### config.mk
export PLATFORM = sky130hd
export DESIGN_NAME = bank_cs_decoder
export DESIGN_NICKNAME = d
export VERILOG_FILES = /design/src/rtl/bank_cs_pkg.sv /design/src/rtl/bank_cs_ctrl.sv /design/src/rtl/bank_cs_dpath.sv /design/src/rtl/bank_cs_decoder.sv
export SDC_FILE = /design/constraint.sdc
export NUM_CORES = 1
export LEC_CHECK = 0
export CAP_MARGIN = 5
export CORE_MARGIN = 5
export CORE_UTILIZATION = 45
export DETAILED_ROUTE_END_ITERATION = 8
export MAX_ROUTING_LAYER = met4
export PLACE_DENSITY = 0.68
export SYNTH_ARGS = -nofsm -noshare
export SYNTH_HDL_FRONTEND = slang
export SYNTH_SLANG_ARGS = --single-unit
### constraint.sdc
create_clock -name clk -period 26.1 [get_ports clk]
set_input_delay 2.61 -clock clk [delete_from_list [all_inputs] [get_ports clk]]
set_output_delay 2.61 -clock clk [all_outputs]
set_load 0.1 [all_outputs]
### src/rtl/bank_cs_pkg.sv
package bank_cs_pkg;
  localparam int DEF_BANKS   = 6;
  localparam int DEF_ADDR_W  = 24;
  localparam int DEF_SIZE_W  = 5;
  localparam int DEF_ACC_W   = 4;

  typedef struct packed {
    logic loadDecode;
    logic clearDecode;
    logic writeReg;
  } ctl_strobe_t;

  typedef enum logic {
    ST_IDLE   = 1'b0,
    ST_ACTIVE = 1'b1
  } acc_state_t;
endpackage

### src/rtl/bank_cs_ctrl.sv
module bank_cs_ctrl
  import bank_cs_pkg::*;
#(
  parameter int NUM_BANKS = DEF_BANKS,
  parameter int IDX_W     = $clog2(NUM_BANKS)
) (
  input  logic             clk,
  input  logic             rstN,
  input  logic             wrEn,
  input  logic [IDX_W-1:0] wrBank,
  input  logic             accValid,
  input  logic             accEnd,
  output ctl_strobe_t      strobe
);
  acc_state_t state;

  always_ff @(posedge clk) begin
    if (!rstN) begin
      state <= ST_IDLE;
    end else if (accValid) begin
      state <= ST_ACTIVE;
    end else if (accEnd) begin
      state <= ST_IDLE;
    end
  end

  always_comb begin
    strobe.loadDecode  = accValid;
    strobe.clearDecode = accEnd && !accValid && (state == ST_ACTIVE);
    strobe.writeReg    = wrEn && (int'(wrBank) < NUM_BANKS);
  end
endmodule

### src/rtl/bank_cs_dpath.sv
module bank_cs_dpath
  import bank_cs_pkg::*;
#(
  parameter int NUM_BANKS   = DEF_BANKS,
  parameter int ADDR_W      = DEF_ADDR_W,
  parameter int SIZE_W      = DEF_SIZE_W,
  parameter int ACC_W       = DEF_ACC_W,
  parameter int GEN_MAX     = 20,
  parameter int DRAM_MAX    = 23,
  parameter int SIZE_MIN    = 12,
  parameter int DRAM_TOT_LG = 25,
  parameter int IDX_W       = $clog2(NUM_BANKS)
) (
  input  logic              clk,
  input  logic              rstN,
  input  ctl_strobe_t       strobe,
  input  logic [IDX_W-1:0]  wrBank,
  input  logic              wrOn,
  input  logic [ADDR_W-1:0] wrBase,
  input  logic [SIZE_W-1:0] wrSize,
  input  logic              wrDram,
  input  logic              wrWide,
  input  logic [ACC_W-1:0]  wrAcc,
  input  logic [ADDR_W-1:0] accAddr,
  output logic [NUM_BANKS-1:0] csN,
  output logic [IDX_W-1:0]  selBank,
  output logic              selDram,
  output logic              selWide,
  output logic [ACC_W-1:0]  selAcc,
  output logic              noMatch
);
  localparam int BUD_W = DRAM_TOT_LG + 2;
  localparam logic [BUD_W-1:0] DRAM_LIMIT = BUD_W'(1) << DRAM_TOT_LG;

  logic              bankOn   [NUM_BANKS];
  logic [ADDR_W-1:0] bankBase [NUM_BANKS];
  logic [SIZE_W-1:0] bankSize [NUM_BANKS];
  logic              bankDram [NUM_BANKS];
  logic              bankWide [NUM_BANKS];
  logic [ACC_W-1:0]  bankAcc  [NUM_BANKS];

  logic [SIZE_W-1:0] effSize  [NUM_BANKS];
  logic [BUD_W-1:0]  winBytes [NUM_BANKS];
  logic [NUM_BANKS-1:0] fits;
  logic [NUM_BANKS-1:0] hit;
  logic [IDX_W-1:0]  winIdx;
  logic              anyHit;

  function automatic logic [SIZE_W-1:0] clampSize(input logic [SIZE_W-1:0] sz,
                                                  input logic dram);
    logic [SIZE_W-1:0] hiLim;
    logic [SIZE_W-1:0] res;
    hiLim = dram ? SIZE_W'(DRAM_MAX) : SIZE_W'(GEN_MAX);
    res   = (sz > hiLim) ? hiLim : sz;
    if (res < SIZE_W'(SIZE_MIN)) res = SIZE_W'(SIZE_MIN);
    return res;
  endfunction

  for (genvar g = 0; g < NUM_BANKS; g++) begin : g_bank
    always_ff @(posedge clk) begin
      if (!rstN) begin
        bankOn[g]   <= 1'b0;
        bankBase[g] <= '0;
        bankSize[g] <= '0;
        bankDram[g] <= 1'b0;
        bankWide[g] <= 1'b0;
        bankAcc[g]  <= '0;
      end else if (strobe.writeReg && (wrBank == IDX_W'(g))) begin
        bankOn[g]   <= wrOn;
        bankBase[g] <= wrBase;
        bankSize[g] <= wrSize;
        bankDram[g] <= (g == 0) ? 1'b0 : wrDram;
        bankWide[g] <= wrWide;
        bankAcc[g]  <= wrAcc;
      end
    end

    logic [ADDR_W-1:0] winMask;
    always_comb begin
      effSize[g]  = clampSize(bankSize[g], bankDram[g]);
      winBytes[g] = BUD_W'(1) << effSize[g];
      winMask     = ~((ADDR_W'(1) << effSize[g]) - ADDR_W'(1));
      hit[g]      = bankOn[g] && fits[g] &&
                    (((accAddr ^ bankBase[g]) & winMask) == '0);
    end
  end

  always_comb begin
    logic [BUD_W-1:0] used;
    used = '0;
    for (int i = 0; i < NUM_BANKS; i++) begin
      fits[i] = 1'b1;
      if (bankOn[i] && bankDram[i]) begin
        if (used + winBytes[i] > DRAM_LIMIT) fits[i] = 1'b0;
        else used = used + winBytes[i];
      end
    end
  end

  always_comb begin
    winIdx = '0;
    anyHit = 1'b0;
    for (int i = NUM_BANKS - 1; i >= 0; i--) begin
      if (hit[i]) begin
        winIdx = IDX_W'(i);
        anyHit = 1'b1;
      end
    end
  end

  always_ff @(posedge clk) begin
    if (!rstN) begin
      csN     <= '1;
      selBank <= '0;
      selDram <= 1'b0;
      selWide <= 1'b0;
      selAcc  <= '0;
      noMatch <= 1'b0;
    end else if (strobe.loadDecode) begin
      if (anyHit) begin
        csN     <= ~(NUM_BANKS'(1) << winIdx);
        selBank <= winIdx;
        selDram <= bankDram[winIdx];
        selWide <= bankWide[winIdx];
        selAcc  <= bankAcc[winIdx];
        noMatch <= 1'b0;
      end else begin
        csN     <= '1;
        selBank <= '0;
        selDram <= 1'b0;
        selWide <= 1'b0;
        selAcc  <= '0;
        noMatch <= 1'b1;
      end
    end else begin
      noMatch <= 1'b0;
      if (strobe.clearDecode) begin
        csN     <= '1;
        selBank <= '0;
        selDram <= 1'b0;
        selWide <= 1'b0;
        selAcc  <= '0;
      end
    end
  end
endmodule

### src/rtl/bank_cs_decoder.sv
module bank_cs_decoder
  import bank_cs_pkg::*;
#(
  parameter int NUM_BANKS = DEF_BANKS,
  parameter int ADDR_W    = DEF_ADDR_W,
  parameter int SIZE_W    = DEF_SIZE_W,
  parameter int ACC_W     = DEF_ACC_W,
  parameter int IDX_W     = $clog2(NUM_BANKS)
) (
  input  logic                 clk,
  input  logic                 rstN,
  input  logic                 wrEn,
  input  logic [IDX_W-1:0]     wrBank,
  input  logic                 wrOn,
  input  logic [ADDR_W-1:0]    wrBase,
  input  logic [SIZE_W-1:0]    wrSize,
  input  logic                 wrDram,
  input  logic                 wrWide,
  input  logic [ACC_W-1:0]     wrAcc,
  input  logic                 accValid,
  input  logic                 accEnd,
  input  logic [ADDR_W-1:0]    accAddr,
  output logic [NUM_BANKS-1:0] csN,
  output logic [IDX_W-1:0]     selBank,
  output logic                 selDram,
  output logic                 selWide,
  output logic [ACC_W-1:0]     selAcc,
  output logic                 noMatch
);
  ctl_strobe_t strobe;

  bank_cs_ctrl #(.NUM_BANKS(NUM_BANKS), .IDX_W(IDX_W)) u_ctrl (
    .clk(clk), .rstN(rstN), .wrEn(wrEn), .wrBank(wrBank),
    .accValid(accValid), .accEnd(accEnd), .strobe(strobe)
  );

  bank_cs_dpath #(
    .NUM_BANKS(NUM_BANKS), .ADDR_W(ADDR_W), .SIZE_W(SIZE_W),
    .ACC_W(ACC_W), .IDX_W(IDX_W)
  ) u_dpath (
    .clk(clk), .rstN(rstN), .strobe(strobe), .wrBank(wrBank),
    .wrOn(wrOn), .wrBase(wrBase), .wrSize(wrSize), .wrDram(wrDram),
    .wrWide(wrWide), .wrAcc(wrAcc), .accAddr(accAddr),
    .csN(csN), .selBank(selBank), .selDram(selDram), .selWide(selWide),
    .selAcc(selAcc), .noMatch(noMatch)
  );
endmodule

==> out/qor.yml <==
timing:
  drv_slew: 0
  hold_viol: 0
  rsz0062_at_grt: "no"
  skew_ns: 0.00754
  final-setup-viol-count: 0
  fmax_ghz: 0.0650
  max_slew_margin_pct: 15.2
  tightest_slew_ns: 1.25
  min_period_ns: 15.40
  period_share_pct: 59.0
  tns_ns: 0
  holdWs_ns: 0.447
hold_path:
  min_from: "u_dpath.selBank[1]"
  holdPathStages: 2
  min_path_type: "reg -> reg"
  holdPathEnd: "u_dpath.selBank[1]"
run_status:
  run_status: "finished, final reports clean"
logic_synthesis:
  synth_flop_cell: "edfxtp_1"
  synth_edf_count: 176
  ys_types: 87
  synth_area_per_cell_sq_um: 8.69
  syn-instance-count: 2114
  synth_warnings: 0
  yosysSeqAreaShare_pct: 31.0
  synthArstFlopShare_pct: 0
  synth_seq_cells: 196
  syn_area_sq_um: 18400
pwr:
  p_int_w: 0.000577
  ir_worst_vdd_uv: 40.7
  switching_share_pct: 32.0
  p_leak_nw: 8.46
  pwr-share-seq_pct: 44.3
  p_switching_w: 0.000271
  pwr-share-clk_pct: 29.4
  combPwrFrac_pct: 26.2
  p_per_area_nw_per_um2: 41.6
floorplan:
  die_w_microns: 212
  die-area_sq_um: 45000
  io_pins: 84
  design.core.area_sq_um: 40600
  start_util_pct: 45.2
  die_h_microns: 212
  rows: 74
finish:
  mostFrequentLayoutCell: "and2_1"
  n_fill_cell: 3850
  area_growth_pct: 11.1
  drive_gt1_share_pct: 6.04
  nNetsFinal: 2398
  final_cell_mix: "and2_1, nor2_1, edfxtp_1"
  antenna_cells: 0
placed_design:
  buffer_ports.inserted: 71
  place_congestion: 0.929
  hpwlAfterDp_microns: 40400
clock_tree:
  cts_resized: 0
  path_clk_slew_ns: 0.07
  clockRootBuffer: "clkbuf_16"
  postCtsHoldBufs: 0
  cts_buffers: 17
  htree_levels: 4
  cts_tree: "done"
  clk_path_buf_depth: 2
  clock_latency_ns: 0.44
  post_cts_buffers: 0
  clock-sinks: 196
worst_setup_path:
  start_kind: "flop"
  cp_max_fo: 34
  cp-end-kind: "flop"
  required_ns: 26.44
  cpMostUsedCell: "o21ai_0"
  timing.rr.end: "u_dpath.selDram"
  path_class: "reg -> reg"
  cp.arrival_ns: 15.73
  regToRegStartpoint: "u_dpath.bankDram[1]"
  cpMaxStageDelayCell: "a211oi_2"
  max_stage_delay_ns: 0.90
  r2r_slack_ns: 10.70
  reg2regPathDepth: 54
detailed_routing:
  antenna_left: 0
  vias: 16137
  vias_per_cell: 5.87
  drt_wl_total_microns: 51600
  drcViolationCount: 0
  first_iter_violations: 1146
  routedWlPerCell_microns: 18.8
  dr.pass1.iters: 5
global_route:
  grt_max_degree: 35
  grt_pass1_wl_microns: 81600
  grt_usage_pct: 23.3
  grt_pass1_vias: 15509
  gr-total-overflow: 0
  antenna_found_initial: 0
run:
  drv_cap: 0
==> worst max-delay path, delay by kind of cell (launching register included) <==
kind,cells,cell delay (ns)
AO/OA/AOI/OAI,25,7.47
AND/OR/NAND/NOR,16,3.45
adder cells (fa/ha/maj),5,1.87
multiplexers,4,0.98
buffers and inverters,3,0.69
flip-flops,1,0.58
XOR/XNOR,1,0.21
==> power groups by stage <==
| stage | clock network, W | logic (W) | registers, W |
|---|---|---|---|
| 5_1_grt | 0.000266 | 0.000246 | 0.000378 |
| 3_3_place_gp | 0 | 0.000202 | 0.000382 |
| 3_5_place_dp | 0 | 0.000204 | 0.000383 |
| 6_report | 0.000249 | 0.000223 | 0.000376 |
| 2_1_floorplan | 0 | 0.000163 | 0.000377 |
| 4_1_cts | 0.000253 | 0.000205 | 0.000376 |
==> Yosys cell counts, drive strengths merged (40+ instances only) <==
master | count | area share [%]
mux2 | 41 | 2.6
o21ai | 115 | 3.1
and2 | 193 | 6.6
clkbuf | 91 | 1.9
nor3 | 68 | 1.9
inv | 75 | 1.5
a21o | 40 | 1.6
edfxtp | 176 | 29
ha | 120 | 8.2
a21oi | 129 | 3.5
xnor2 | 90 | 4.3
xor2 | 78 | 3.7
nand2 | 141 | 2.9
nor2 | 176 | 3.6
==> routing by layer <==
layer  vias up  wire length, microns  GRT usage (%)
li1       7949                     -              -
met1      7627                 22400           29.5
met2       463                 25100           39.7
met3        98                  2400           1.96
met4         0                  1730           7.71
met5         -                     0              -
==> worst max-delay path by stage <==
stage                              from               to  cells after the start
floorplan           u_dpath.bankDram[1]  u_dpath.selDram                     58
global placement    u_dpath.bankDram[1]  u_dpath.selDram                     54
detailed placement  u_dpath.bankDram[1]  u_dpath.selDram                     54
CTS                 u_dpath.bankDram[1]  u_dpath.selDram                     54
global route        u_dpath.bankDram[1]  u_dpath.selDram                     54
finish              u_dpath.bankDram[1]  u_dpath.selDram                     54
==> metrics by stage <==
| step | total power [W] | instance area [sq um] | cells | setup WS, ns | utilization (%) |
|---|---|---|---|---|---|
| finish | 0.000848 | 20400 | 2751 | 10.70 | 50.2 |
| detailed placement | 0.000587 | 19800 | 2719 | 10.83 | 48.8 |
| global route | 0.000891 | 20400 | 2751 | 9.53 | 50.2 |
| floorplan | 0.000540 | 18700 | 2199 | 13.45 | - |
| global placement | 0.000584 | 19800 | 2719 | 10.90 | 48.8 |
| CTS | 0.000834 | 20400 | 2751 | 10.78 | 50.2 |
==> logic make-up (layout without fill, tap and decap cells) <==
| logic type | Yosys count | count (layout) | share of synthesized area, % |
|---|---|---|---|
| adders and majority gates | 124 | 124 | 8.61 |
| muxes | 78 | 78 | 4.59 |
| xor gates and xnor gates | 168 | 168 | 8.01 |
| other | 2 | 87 | 0.0409 |
| DFF | 196 | 196 | 31.0 |
| buffers and inverters | 173 | 193 | 3.64 |
| and+or+nand+nor | 803 | 803 | 23.1 |
| AOI/OAI and AO/OA | 570 | 570 | 21.1 |
==> cell type report <==
cell class	count	area, sq um	share of cell area (%)
timing repair buffer	86	823	4.03
clock buffer	17	425	2.08
multi-input combinational	1830	12400	60.7
tap	532	666	3.26
clock inverter	15	143	0.699
inverter	75	282	1.38
sequential	196	5690	27.9
==> state kept, by name, summed over array words and instances (netlist names), 4 cells and up <==
signal and count:
u_dpath.bankBase 108, u_dpath.bankSize 30, u_dpath.bankAcc 24, u_dpath.bankOn 6, u_dpath.bankWide 6, u_dpath.csN 6, u_dpath.bankDram 5, u_dpath.selAcc 4
Note: power is estimated with default switching activity, not from simulation.
